File: config.mk
export PLATFORM = sky130hd
export DESIGN_NAME = busw_wait_gen
export DESIGN_NICKNAME = d
export VERILOG_FILES = /design/src/rtl/busw_wait_gen.sv
export SDC_FILE = /design/constraint.sdc
export NUM_CORES = 1
export LEC_CHECK = 0
export BUFFER_PORTS_ARGS = -buffer_cell sky130_fd_sc_hd__buf_4
export CAP_MARGIN = 5
export CORE_MARGIN = 3
export CORE_UTILIZATION = 40
export DETAILED_ROUTE_END_ITERATION = 12
export GPL_TIMING_DRIVEN = 0
export PLACE_DENSITY = 0.78
export SLEW_MARGIN = 20
export SYNTH_ARGS = -nofsm -noshare
export SYNTH_HDL_FRONTEND = slang
export SYNTH_SLANG_ARGS = --single-unit
File: constraint.sdc
create_clock -name clk -period 2 [get_ports clk]
set_input_delay 0.3 -clock clk [delete_from_list [all_inputs] [get_ports clk]]
set_output_delay 0.3 -clock clk [all_outputs]
set_load 0.02 [all_outputs]
File: src/rtl/busw_wait_gen.sv
module busw_wait_gen #(
  parameter int ADDR_W = 16,
  parameter int CFG_AW = 8,
  parameter logic [CFG_AW-1:0] CFG_ADDR = 8'h1A,
  parameter logic [ADDR_W-1:0] INT_IO_TOP = 16'h003F,
  parameter int SYNC_W = 3,
  parameter int SYNC_MAX = 4,
  parameter int CNT_W = 3
) (
  input  logic              clk,
  input  logic              rst_n,
  input  logic              cfg_wr,
  input  logic [CFG_AW-1:0] cfg_addr,
  input  logic [7:0]        cfg_data,
  input  logic              cyc_start,
  input  logic [1:0]        cyc_kind,
  input  logic [ADDR_W-1:0] cyc_addr,
  input  logic              cyc_m1,
  input  logic              sync_sel,
  input  logic [SYNC_W-1:0] sync_waits,
  input  logic              ext_wait,
  output logic              wait_o,
  output logic              cyc_done,
  output logic              cyc_busy
);
  localparam logic [1:0] K_MEM = 2'b00, K_IO = 2'b01, K_ACK0 = 2'b10, K_ACKX = 2'b11;
  localparam logic [CNT_W-1:0] SYNC_CAP = CNT_W'(SYNC_MAX);

  logic [1:0] mem_fld, io_fld;
  logic [CNT_W-1:0] cnt, need, mem_n, io_n, ack0_n, sync_n;
  logic active, on_chip;

  assign mem_n   = CNT_W'(mem_fld);
  assign io_n    = CNT_W'(io_fld) + CNT_W'(1);
  assign ack0_n  = (io_fld == 2'b00) ? CNT_W'(2) : CNT_W'(io_fld) + CNT_W'(3);
  assign sync_n  = (CNT_W'(sync_waits) > SYNC_CAP) ? SYNC_CAP : CNT_W'(sync_waits);
  assign on_chip = (cyc_addr <= INT_IO_TOP);

  always_comb begin
    need = mem_n;
    case (cyc_kind)
      K_MEM:  need = mem_n;
      K_IO:   need = on_chip ? (sync_sel ? sync_n : '0) : io_n;
      K_ACK0: need = cyc_m1 ? mem_n : ack0_n;
      K_ACKX: need = cyc_m1 ? mem_n : CNT_W'(2);
      default: need = mem_n;
    endcase
  end

  always_ff @(posedge clk or negedge rst_n) begin
    if (!rst_n) begin
      mem_fld <= 2'b11;
      io_fld  <= 2'b11;
    end else if (cfg_wr && cfg_addr == CFG_ADDR) begin
      mem_fld <= cfg_data[1:0];
      io_fld  <= cfg_data[3:2];
    end
  end

  always_ff @(posedge clk or negedge rst_n) begin
    if (!rst_n) begin
      active <= 1'b0;
      cnt    <= '0;
    end else if (!active) begin
      if (cyc_start) begin
        active <= 1'b1;
        cnt    <= need;
      end
    end else begin
      if (cnt != '0) cnt <= cnt - CNT_W'(1);
      if (cyc_done) active <= 1'b0;
    end
  end

  assign cyc_done = active && (cnt == '0) && !ext_wait;
  assign wait_o   = active && !cyc_done;
  assign cyc_busy = active;
endmodule


Word level (Yosys, flattened, before mapping):

Cells that the tools add are included.

* word-level logic and storage cells: 39
* register bits: 8
* output and inout bits: 3

* reductions and logical operators: 12
* add/subtract/negate cells: 3
* equality and inequality tests: 5
* muxes and demuxes: 13
* $lt $le $gt $ge: 2

Operators by type and width (number)
* 2-to-1 mux 3 bit: 8
* less-or-equal comparator 16 x 6 -> 1 bit, second input constant: 1
* case mux 3 bit (4 select lines): 1
* == test 8 x 5 -> 1 bit, second input constant: 1
* == test 2 bit, second input constant: 2
* logical AND 1 bit: 4
* zero test 2 bit: 2
* adder 2 x 1 -> 3 bit, second input constant: 1
* adder 2 x 2 -> 3 bit, second input constant: 1
* > comparator 3 bit, second input constant: 1
* zero test 3 bit: 1
* 2-to-1 mux 1 bit: 3
* nonzero test 3 bit: 1
* subtractor 3 x 1 -> 3 bit, second input constant: 1
* == test 2 x 1 -> 1 bit, second input constant: 1
* zero test 1 bit: 2
* 2-to-1 mux 2 bit: 1
* inequality test 2 x 1 -> 1 bit, second input constant: 1
* AND reduction 2 bit: 1
* nonzero test 2 bit: 1

Longest topological paths before layout:

Gate-level depths: netlist (run 1).

* depth in word-level cells: 7
* depth in mapped cells: 6

Least setup slack after synthesis (run 1):

No wires, ideal clock.

* kind: register to output
* start: reg active, in the netlist cyc_busy
* end: out wait_o
* cell stages (with the launch flop): 4
* setup slack: 0.423 ns
* path buffers: 1
* data arrival time: 1.277 ns
* data required time: 1.700 ns
* cell sequence: dfrtp_1 -> clkbuf_1 -> and4bb_2 -> nor2b_1

* longest elaborated chain between the ends: 4

RTL lines
* start, declared: line 31 `logic active, on_chip;`
* start signal, assigned: line 62 `active <= 1'b0;`
* start signal, assigned: line 66 `active <= 1'b1;`
* start signal, assigned: line 71 `if (cyc_done) active <= 1'b0;`
* logical AND 1 bit (2 in a row): line 75 `assign cyc_done = active && (cnt == '0) && !ext_wait;`
* via cyc_done: line 23 `output logic cyc_done,`
* zero test 1 bit: line 76 `assign wait_o = active && !cyc_done;`
* logical AND 1 bit: line 76
* end, declared: line 22 `output logic wait_o,`

The timed path passes the listed nets, and every way through them passes these cells.

Worst setup path in the final report (run 1):

* start: reg cnt[0]
* end: out wait_o

* longest elaborated chain between the ends: 5

RTL lines
* start, declared: line 30 `logic [CNT_W-1:0] cnt, need, mem_n, io_n, ack0_n, sync_n;`
* start signal, assigned: line 67 `cnt <= need;`
* start signal, assigned: line 70 `if (cnt != '0) cnt <= cnt - CNT_W'(1);`
* zero test 3 bit: line 75
* logical AND 1 bit (2 in a row): line 75
* zero test 1 bit: line 76
* logical AND 1 bit: line 76

No other way between the ends.

==> results of run 1 <==
layer usage:
layer / track usage / up-vias / share of wire
met1: 0.193 / 331 / 0.40
met5: 0 / - / 0
li1: - / 337 / -
met2: 0.305 / 15 / 0.56
met4: 0.0663 / 0 / 0.0077
met3: 0.0345 / 2 / 0.034
worst max-delay path: stages (launching register included):
cell and delay, ns:
sky130_fd_sc_hd__dfrtp_1 0.36, sky130_fd_sc_hd__inv_1 0.07, sky130_fd_sc_hd__ha_1 0.23, sky130_fd_sc_hd__and4bb_2 0.26, sky130_fd_sc_hd__nor2b_1 0.10, sky130_fd_sc_hd__buf_4 0.14
logic make-up after synthesis:
| group | count (synthesis) | synth area share |
|---|---|---|
| simple gates | 29 | 0.325 |
| compound gates | 13 | 0.146 |
| buf+inv | 8 | 0.0438 |
| flops | 8 | 0.299 |
| mux | 6 | 0.0949 |
| fa+ha+maj | 5 | 0.0912 |
final cells by class:
cell class,count,share of cell area
multi-input combinational,53,0.447
clock buffer,3,0.0223
tap,16,0.0199
inverter,7,0.0261
buffer,1,0.00372
timing repair buffer,37,0.278
sequential,8,0.203
worst max path at each step:
stage	startpoint	endpoint	slack, ns	cells past startpoint
floorplan	cyc_busy	wait_o	0.42	3
global placement	cyc_addr[15]	cnt[1]	0.49	5
detailed placement	cyc_addr[15]	cnt[1]	0.49	5
CTS	cnt[0]	wait_o	0.26	5
global route	cnt[0]	wait_o	0.19	5
finish	cnt[0]	wait_o	0.28	5
cells in the final DEF (no fill, tap or decap), types with 2 or more instances in the layout:
| master | instances |
|---|---|
| sky130_fd_sc_hd__a21oi_1 | 2 |
| sky130_fd_sc_hd__dfstp_2 | 4 |
| sky130_fd_sc_hd__inv_1 | 7 |
| sky130_fd_sc_hd__nor2b_1 | 3 |
| sky130_fd_sc_hd__nand4b_1 | 2 |
| sky130_fd_sc_hd__ha_1 | 5 |
| sky130_fd_sc_hd__nor3_1 | 2 |
| sky130_fd_sc_hd__dfrtp_1 | 4 |
| sky130_fd_sc_hd__nor4_4 | 2 |
| sky130_fd_sc_hd__nor2_1 | 5 |
| sky130_fd_sc_hd__mux2_2 | 4 |
| sky130_fd_sc_hd__mux2i_1 | 2 |
| sky130_fd_sc_hd__and3b_1 | 2 |
| sky130_fd_sc_hd__buf_4 | 36 |
| sky130_fd_sc_hd__a31oi_1 | 2 |
| sky130_fd_sc_hd__nand2b_1 | 4 |
| sky130_fd_sc_hd__clkbuf_4 | 3 |
power groups by stage:
stage | clock network (mW) | logic [mW] | registers (mW)
final | 0.129 | 0.439 | 0.237
after detailed placement | 0 | 0.442 | 0.239
after CTS | 0.135 | 0.445 | 0.236
after floorplan | 0 | 0.279 | 0.244
after global routing | 0.141 | 0.487 | 0.240
after global placement | 0 | 0.425 | 0.237
registers in the layout, indices dropped and copies added (netlist names):
| signal | count |
|---|---|
| cnt | 3 |
| cyc_busy | 1 |
| io_fld | 2 |
| mem_fld | 2 |
what timing repair did:
action                                 in CTS  in global routing
endpoints found under the hold margin       4                  0
gates resized for setup                     0                  0
hold buffers                                1                  0
setup endpoints to repair                   0                  0
==> flow_metrics.py, run 1 <==
metrics = {
    "run_status": {
        "run_status": "finished, final reports clean",
    },
    "synth": {
        "synth_largest_type_area_fraction": 0.153,
        "synth_seq_cells": 8,
        "ys_dominant_reg_cell": "sky130_fd_sc_hd__dfstp_2",
        "postSynth.asyncResetShare": 1.00,
        "postSynthAreaPerCell_um2": 9.94,
        "post_synth_main_area_contributors": "sky130_fd_sc_hd__dfstp_2 15%, sky130_fd_sc_hd__dfrtp_1 15%, sky130_fd_sc_hd__ha_1 9.1%, sky130_fd_sc_hd__mux2_2 6.6%, sky130_fd_sc_hd__nor4_4 6.2%",
        "synth-warning-count": 0,
        "netlist_top_cells_count": "7 x sky130_fd_sc_hd__inv_1, 5 x sky130_fd_sc_hd__ha_1, 5 x sky130_fd_sc_hd__nor2_1",
        "netlist_instances": 69,
        "synthMostInstantiatedCell": "sky130_fd_sc_hd__inv_1",
        "seq_area_frac_synth": 0.299,
        "synth_nets": 118,
        "post_synth_edffs": 0,
        "synth.cell_area_um2": 686,
        "synth_largest_area_cell": "sky130_fd_sc_hd__dfstp_2",
        "synth.distinct_cells": 34,
    },
    "run": {
        "cap_violations": 0,
    },
    "placement": {
        "post-place-ws_ns": 0.494,
        "buffer_ports.inserted": 36,
        "place_hpwl_um": 1420,
        "placedCellCount": 121,
        "placedInstanceArea_um2": 976,
        "place_congestion": 0.784,
    },
    "critical_path": {
        "r2r-start": "io_fld[0]",
        "r2r.worst_path.cells": 4,
        "max_fanout_on_critical_path": 4,
        "critical_path_arrival_ns": 1.42,
        "critPathKind": "register to output pin",
        "timing.rr.end": "cnt[1]",
        "worst_ep_required_time_ns": 1.70,
        "timing.critical_path.from_type": "register",
        "worst-r2r-setup-slack_ns": 0.55,
        "critical_path.endpoint_type": "output pin",
    },
    "timing": {
        "period_minus_slack_ns": 1.72,
        "fin_tns_setup_ns": 0,
        "timing.fmax_mhz": 580,
        "clock-skew-final_ns": 0.00481,
        "report.final.setup_viol": 0,
        "rsz0062_at_grt": "false",
        "relSlewSlack": 0.767,
        "timing.final.crit_share": 0.862,
        "timing.final.max_slew_violations": 0,
        "hold_slack_ns": 0.271,
        "worst_slack_ns": 0.276,
        "timing_worst_slew_pin_value_ns": 0.349,
        "final_hold_vios": 0,
    },
    "power_and_ir_drop": {
        "share_comb_of_total_power": 0.546,
        "switching_share": 0.376,
        "power.total_mw": 0.805,
        "share_seq_of_total_power": 0.294,
        "power.density_nw_per_um2": 798,
        "ir_drop_worst_vdd_mv": 0.419,
        "p_leak_nw": 0.480,
        "power.net_switching_mw": 0.302,
        "p_int_mw": 0.502,
        "p_clk_frac": 0.160,
    },
    "clock_network": {
        "clkLatencyLatePin_ns": 0.26,
        "cts.htree.levels": 1,
        "post_cts.repair.setup_buffers": 0,
        "cts_tree": "done",
        "cts_inserted_buffers": 3,
        "cts.root.buffer_cell": "sky130_fd_sc_hd__clkbuf_4",
        "numClockSinks": 8,
        "path_clk_slew_ns": 0.06,
        "clock_tree.buffer_depth": 2,
    },
    "worst_hold_path": {
        "hold_depth": 2,
        "holdCritPathClass": "input port to register",
        "hold_end": "mem_fld[0]",
        "hp-start": "cfg_data[0]",
    },
    "die": {
        "start_util": 0.440,
        "die_area_um2": 2250,
        "core.rowCount": 14,
        "fp.dieW_um": 47.4,
        "core_region_area_um2": 1560,
        "io-pin-count": 47,
        "die-height_um": 47.4,
    },
    "finish": {
        "number_of_diodes": 0,
        "final_util": 0.647,
        "multi_input_area_um2": 450,
        "post_layout_nonfiller_instances": 125,
        "design_area_um2": 1010,
        "area.sequential_um2": 205,
        "area_delta_synth_final_pct": 47.1,
        "num-fill-cells": 138,
        "layout.nets": 160,
        "post_route_cells_drive_above_1_share": 0.505,
    },
    "grt": {
        "globalRoute.totalOverflow": 0,
        "grt_pass1_vias": 649,
        "initial_antenna_violation_count": 0,
        "grt_pass1_wl_um": 2640,
        "global_route.usage.total": 0.169,
        "maximum_number_of_pins_on_one_net_before_global_route_repair": 11,
    },
    "drt": {
        "first_iter_violations": 8,
        "ant_nets": 0,
        "remaining_drc_errors": 0,
        "drtPass1Iterations": 2,
        "routedWlPerCell_um": 13.5,
        "detailroute.via_count": 685,
        "routed_wl_um": 1690,
        "avgViaCountPerCell": 5.48,
    },
}
Note: power is estimated with default switching activity, not from simulation.
==> inputs of run 2 (changes only) <==
BUFFER_PORTS_ARGS = unset   (was -buffer_cell sky130_fd_sc_hd__buf_4)
CORE_UTILIZATION = 50   (was 40)
DONT_BUFFER_PORTS = 1   (was unset)
PLACE_DENSITY = unset   (was 0.78)
==> run 2 against run 1 <==
  * Clock skew grew 0.015 ns
  * Fmax is 7.5% lower
  * Worst setup slack got worse by 0.14 ns
  * Core utilization down 2.9 points
  * Sequential power up 5%
  * Routed wire length decreased by 18%
  * Worst hold slack lost 0.086 ns
  * Cell count is 30% lower
  * Design area fell by 26%
  * Count of clock-buffer cells in the layout grew 1
  * Critical path type unchanged
  * Largest cell class unchanged
  * Largest power group unchanged
==> flow_metrics.py, run 2 (synthesis gave the netlist of run 1 again) <==
metrics = {
    "timing": {
        "period_minus_slack_ns": 1.86,
        "clock-skew-final_ns": 0.0197,
        "hold_slack_ns": 0.186,
        "report.final.setup_viol": 0,
        "timing.final.max_slew_violations": 0,
        "timing_worst_slew_pin_value_ns": 0.361,
        "timing.fmax_mhz": 537,
        "fin_tns_setup_ns": 0,
        "relSlewSlack": 0.759,
        "rsz0062_at_grt": "false",
        "final_hold_vios": 0,
        "timing.final.crit_share": 0.932,
        "worst_slack_ns": 0.136,
    },
    "power_and_ir_drop": {
        "p_leak_nw": 0.310,
        "ir_drop_worst_vdd_mv": 0.565,
        "power.density_nw_per_um2": 972,
        "power.total_mw": 0.721,
    },
    "drt": {
        "route.met3.wl_um": 170,
        "drtPass1Iterations": 2,
        "avgViaCountPerCell": 6.28,
        "routedWlPerCell_um": 15.7,
        "first_iter_violations": 6,
        "ant_nets": 0,
        "routed_wl_um": 1380,
        "route.layer.met1.wl_um": 511,
        "routed.top_layer": "met3",
        "detailroute.via_count": 553,
        "detailroute.wirelength.met2_um": 701,
        "remaining_drc_errors": 0,
    },
    "finish": {
        "layout_commonest_cell": "sky130_fd_sc_hd__inv_1",
        "number_of_diodes": 0,
        "area_delta_synth_final_pct": 8.21,
        "largestRegisters": "cnt (3), io_fld (2), mem_fld (2)",
        "layout.cells.most_common_list": "7 x sky130_fd_sc_hd__inv_1, 5 x sky130_fd_sc_hd__nor2_1, 5 x sky130_fd_sc_hd__ha_1",
        "layout.nets": 124,
        "final_util": 0.618,
        "post_route_cells_drive_above_1_share": 0.270,
        "largest_register_ffs": 3,
        "design_area_um2": 742,
        "post_layout_nonfiller_instances": 88,
        "registers.top_by_ff_count": "cnt",
    },
    "critical_path": {
        "critPathKind": "register to output pin",
        "r2r-start": "cyc_busy",
        "critical_path_arrival_ns": 1.56,
        "max_fanout_on_critical_path": 10,
        "timing.critical_path.from_type": "register",
        "crit_start": "cyc_busy",
        "timing.critical_path.to": "wait_o",
        "critical_path.endpoint_type": "output pin",
        "worst_ep_required_time_ns": 1.70,
        "timing.rr.end": "cnt[2]",
        "worst-r2r-setup-slack_ns": 0.47,
        "r2r.worst_path.cells": 5,
    },
    "run": {
        "cap_violations": 0,
    },
    "placement": {
        "place_congestion": 0.791,
        "buffer_ports.inserted": 0,
        "place_hpwl_um": 1110,
        "placedCellCount": 83,
        "post-place-ws_ns": 0.340,
        "placedInstanceArea_um2": 703,
    },
    "clock_network": {
        "numClockSinks": 8,
        "path_clk_slew_ns": 0.07,
        "cts.root.buffer_cell": "sky130_fd_sc_hd__clkbuf_4",
        "cts.htree.levels": 1,
        "cts_inserted_buffers": 3,
        "cts_tree": "done",
        "post_cts.repair.setup_buffers": 0,
        "clock_tree.buffer_depth": 2,
        "clkLatencyLatePin_ns": 0.27,
    },
    "grt": {
        "grt_pass1_wl_um": 2230,
        "grt_pass1_vias": 592,
        "globalRoute.totalOverflow": 0,
        "initial_antenna_violation_count": 0,
        "maximum_number_of_pins_on_one_net_before_global_route_repair": 11,
        "global_route.usage.total": 0.162,
    },
    "die": {
        "fp.dieW_um": 43.0,
        "die_area_um2": 1850,
        "io-pin-count": 47,
        "core_region_area_um2": 1200,
        "die-height_um": 43.0,
        "start_util": 0.571,
        "core.rowCount": 12,
    },
    "run_status": {
        "run_status": "finished, final reports clean",
    },
    "worst_hold_path": {
        "holdCritPathClass": "input port to register",
    },
}
[run 2: worst max-delay path, stage by stage, from the launching register on]
cell                       delay [ns]
sky130_fd_sc_hd__dfrtp_1         0.45
sky130_fd_sc_hd__clkbuf_1        0.34
sky130_fd_sc_hd__and4bb_2        0.40
sky130_fd_sc_hd__nor2b_2         0.11
[run 2: layout make-up]
class,instances,area (um^2)
Inverter,7,26.3
Buffer,1,3.75
Tap cell,14,17.5
Timing Repair Buffer,1,10.0
Sequential cell,8,205
Fill cell,114,459
Multi-Input combinational cell,53,453
Clock buffer,4,26.3
[run 2: power breakdown]
part           internal [mW]  switching (mW)
Clock                 0.0765          0.0609
Sequential             0.211          0.0384
Combinational          0.153           0.181
Total                  0.441           0.280
[run 2: how the worst min path moves through the flow]
stage              start  endpoint  slack, ns  depth (start not counted)
5_1_grt        cyc_start  cyc_busy       0.17                          2
3_3_place_gp       rst_n    cnt[2]      0.005                          0
4_1_cts        cyc_start  cyc_busy       0.18                          2
2_1_floorplan      rst_n    cnt[0]      0.004                          0
3_5_place_dp       rst_n    cnt[2]      0.005                          0
6_report       cyc_start  cyc_busy       0.19                          2
[run 2: per-layer routing]
metal,global-route usage,up-vias
li1,-,269
met1,0.155,254
met2,0.305,30
met3,0.0890,0
met4,0.0241,0
met5,0,-
[run 2: what timing repair did]
| action | in CTS | in global routing |
|---|---|---|
| hold buffers | 1 | 0 |
| resized for setup | 0 | 1 |
| setup endpoints to repair | 0 | 1 |
| hold endpoints to repair | 8 | 0 |
==> inputs of run 3 (changes only) <==
ABC_AREA = 1   (was unset)
==> run 3 against run 2 <==
  * Combinational power is 1% higher
  * Design area is 1.3% lower
  * Die area is 1.3% lower
  * Routed wire length is 13% lower
  * Register-to-register slack better by 0.08 ns
  * First-iteration DRC count is 50% higher
  * Non-clock buffer count stayed put
  * Worst hold slack worse by 0.037 ns
  * Fmax is 5.9% higher
  * Core utilization is 0.062 points lower
  * Synthesized area is 1.5% lower
  * Critical endpoint unchanged
==> flow_metrics.py, run 3 <==
metrics = {
    "drt": {
        "first_iter_violations": 9,
        "route.met3.wl_um": 147,
        "ant_nets": 0,
        "routedWlPerCell_um": 10.2,
        "route.layer.met1.wl_um": 549,
        "avgViaCountPerCell": 5.13,
        "routed.top_layer": "met4",
        "detailroute.wirelength.met2_um": 496,
        "drtPass1Iterations": 4,
        "detailroute.via_count": 610,
        "routed_wl_um": 1210,
        "remaining_drc_errors": 0,
    },
    "critical_path": {
        "worst_ep_required_time_ns": 1.70,
        "critical_path_arrival_ns": 1.46,
        "critical_path.endpoint_type": "output pin",
        "critPathKind": "register to output pin",
        "worst-r2r-setup-slack_ns": 0.55,
        "timing.critical_path.from_type": "register",
        "max_fanout_on_critical_path": 8,
    },
    "grt": {
        "grt_pass1_vias": 551,
        "maximum_number_of_pins_on_one_net_before_global_route_repair": 9,
        "global_route.usage.total": 0.144,
        "initial_antenna_violation_count": 0,
        "grt_pass1_wl_um": 2030,
        "globalRoute.totalOverflow": 0,
    },
    "synth": {
        "postSynthAreaPerCell_um2": 6.76,
        "seq_area_frac_synth": 0.304,
        "synth.distinct_cells": 20,
        "netlist_top_cells_count": "19 x sky130_fd_sc_hd__inv_1, 18 x sky130_fd_sc_hd__nand2_1, 13 x sky130_fd_sc_hd__nor2_1",
        "post_synth_main_area_contributors": "sky130_fd_sc_hd__dfstp_2 16%, sky130_fd_sc_hd__dfrtp_1 15%, sky130_fd_sc_hd__inv_1 11%, sky130_fd_sc_hd__nand2_1 10%, sky130_fd_sc_hd__ha_1 9.3%",
        "ys_dominant_reg_cell": "sky130_fd_sc_hd__dfstp_2",
        "post_synth_edffs": 0,
        "synth_seq_cells": 8,
        "netlist_instances": 100,
        "postSynth.asyncResetShare": 1.00,
        "synth_largest_type_area_fraction": 0.156,
        "synth-warning-count": 0,
        "synth_largest_area_cell": "sky130_fd_sc_hd__dfstp_2",
        "synth_nets": 149,
        "synth.cell_area_um2": 676,
        "synthMostInstantiatedCell": "sky130_fd_sc_hd__inv_1",
    },
    "clock_network": {
        "cts.htree.levels": 1,
        "clock_tree.buffer_depth": 2,
        "clkLatencyLatePin_ns": 0.24,
        "path_clk_slew_ns": 0.05,
        "post_cts.repair.setup_buffers": 0,
        "numClockSinks": 8,
        "cts_inserted_buffers": 3,
        "cts.root.buffer_cell": "sky130_fd_sc_hd__clkbuf_4",
        "cts_tree": "done",
    },
    "finish": {
        "post_layout_nonfiller_instances": 119,
        "area.sequential_um2": 205,
        "area_delta_synth_final_pct": 8.33,
        "largestRegisters": "cnt (3), io_fld (2), mem_fld (2)",
        "layout_commonest_cell": "sky130_fd_sc_hd__inv_1",
        "registers.top_by_ff_count": "cnt",
        "number_of_diodes": 0,
        "layout.nets": 155,
        "num-fill-cells": 123,
        "post_route_cells_drive_above_1_share": 0.152,
        "multi_input_area_um2": 390,
        "largest_register_ffs": 3,
        "layout.cells.most_common_list": "19 x sky130_fd_sc_hd__inv_1, 18 x sky130_fd_sc_hd__nand2_1, 12 x sky130_fd_sc_hd__nor2_1",
    },
    "power_and_ir_drop": {
        "p_leak_nw": 0.354,
        "power.total_mw": 0.720,
        "power.density_nw_per_um2": 984,
        "ir_drop_worst_vdd_mv": 0.651,
    },
    "die": {
        "core_region_area_um2": 1190,
        "core.rowCount": 12,
        "die_area_um2": 1830,
        "fp.dieW_um": 42.8,
        "io-pin-count": 47,
        "start_util": 0.570,
        "die-height_um": 42.8,
    },
    "timing": {
        "timing.final.crit_share": 0.880,
        "report.final.setup_viol": 0,
        "relSlewSlack": 0.737,
        "timing.final.max_slew_violations": 0,
        "timing.fmax_mhz": 568,
        "period_minus_slack_ns": 1.76,
        "fin_tns_setup_ns": 0,
        "timing_worst_slew_pin_value_ns": 0.393,
        "rsz0062_at_grt": "false",
        "clock-skew-final_ns": 0.00285,
        "final_hold_vios": 0,
    },
    "run": {
        "cap_violations": 0,
    },
    "worst_hold_path": {
        "holdCritPathClass": "input port to register",
    },
    "placement": {
        "place_congestion": 0.735,
        "placedCellCount": 114,
        "buffer_ports.inserted": 0,
        "place_hpwl_um": 1080,
    },
    "run_status": {
        "run_status": "finished, final reports clean",
    },
}
==> run 3: timing repair <==
action / CTS / global route
endpoints found under the hold margin: 8 / 0
endpoints found under the setup margin: 0 / 1
resized for setup: 0 / 1
hold buffers: 1 / 0
==> run 3: cell type report <==
cell class              instances  share of cell area
flip-flops and latches          8               0.280
well taps                      14              0.0239
multi-input cells              71               0.533
clock buffers                   4              0.0359
plain buffers                   1              0.0103
inverters                      20               0.103
repair buffers                  1              0.0137
==> run 3: final timing paths <==
kind / from / to / depth (start not counted)
max: cyc_busy / wait_o / 4
min: cfg_data[0] / mem_fld[0] / 2
max reg2reg: io_fld[0] / cnt[1] / 7
min reg2reg: mem_fld[0] / mem_fld[0] / 2
max in group asynchronous: rst_n / io_fld[1] / 1
min in group asynchronous: rst_n / cnt[2] / 1
==> run 3: per-stage QoR <==
step | util | hold WS (ns) | worst slack [ns] | instance area [um^2]
2_1_floorplan | - | 0.00441 | 0.449 | 676
3_3_place_gp | 0.584 | 0.00461 | 0.369 | 693
3_5_place_dp | 0.584 | 0.00462 | 0.337 | 693
4_1_cts | 0.615 | 0.141 | 0.0593 | 729
5_1_grt | 0.617 | 0.148 | 0.137 | 732
6_report | 0.617 | 0.149 | 0.240 | 732
==> run 3: power by group <==
part	switching [mW]	leakage, nW	internal [mW]	total (mW)
Clock	0.0475	0.0150	0.0758	0.123
Combinational	0.209	0.252	0.130	0.339
Sequential	0.0438	0.0870	0.214	0.258
Total	0.301	0.354	0.420	0.720
==> run 3: critical path, cell delays in order, from the launching register on <==
cell and delay [ns]:
sky130_fd_sc_hd__dfrtp_1 0.45, sky130_fd_sc_hd__buf_4 0.19, sky130_fd_sc_hd__nand3_1 0.11, sky130_fd_sc_hd__nor2_2 0.28, sky130_fd_sc_hd__nor2_1 0.19
==> run 3: logic make-up after synthesis <==
kind of cell	synth area share
DFF	0.304
adders and majority gates	0.0926
xor gates and xnor gates	0.0130
buffers and inverters	0.122
AOI/OAI and AO/OA	0.124
and+or+nand+nor	0.344
==> run 3: per-layer routing <==
metal / vias to the layer above / track usage
met3: 4 / 0.0508
li1: 329 / -
met4: 0 / 0.0745
met1: 247 / 0.184
met2: 30 / 0.210
met5: - / 0
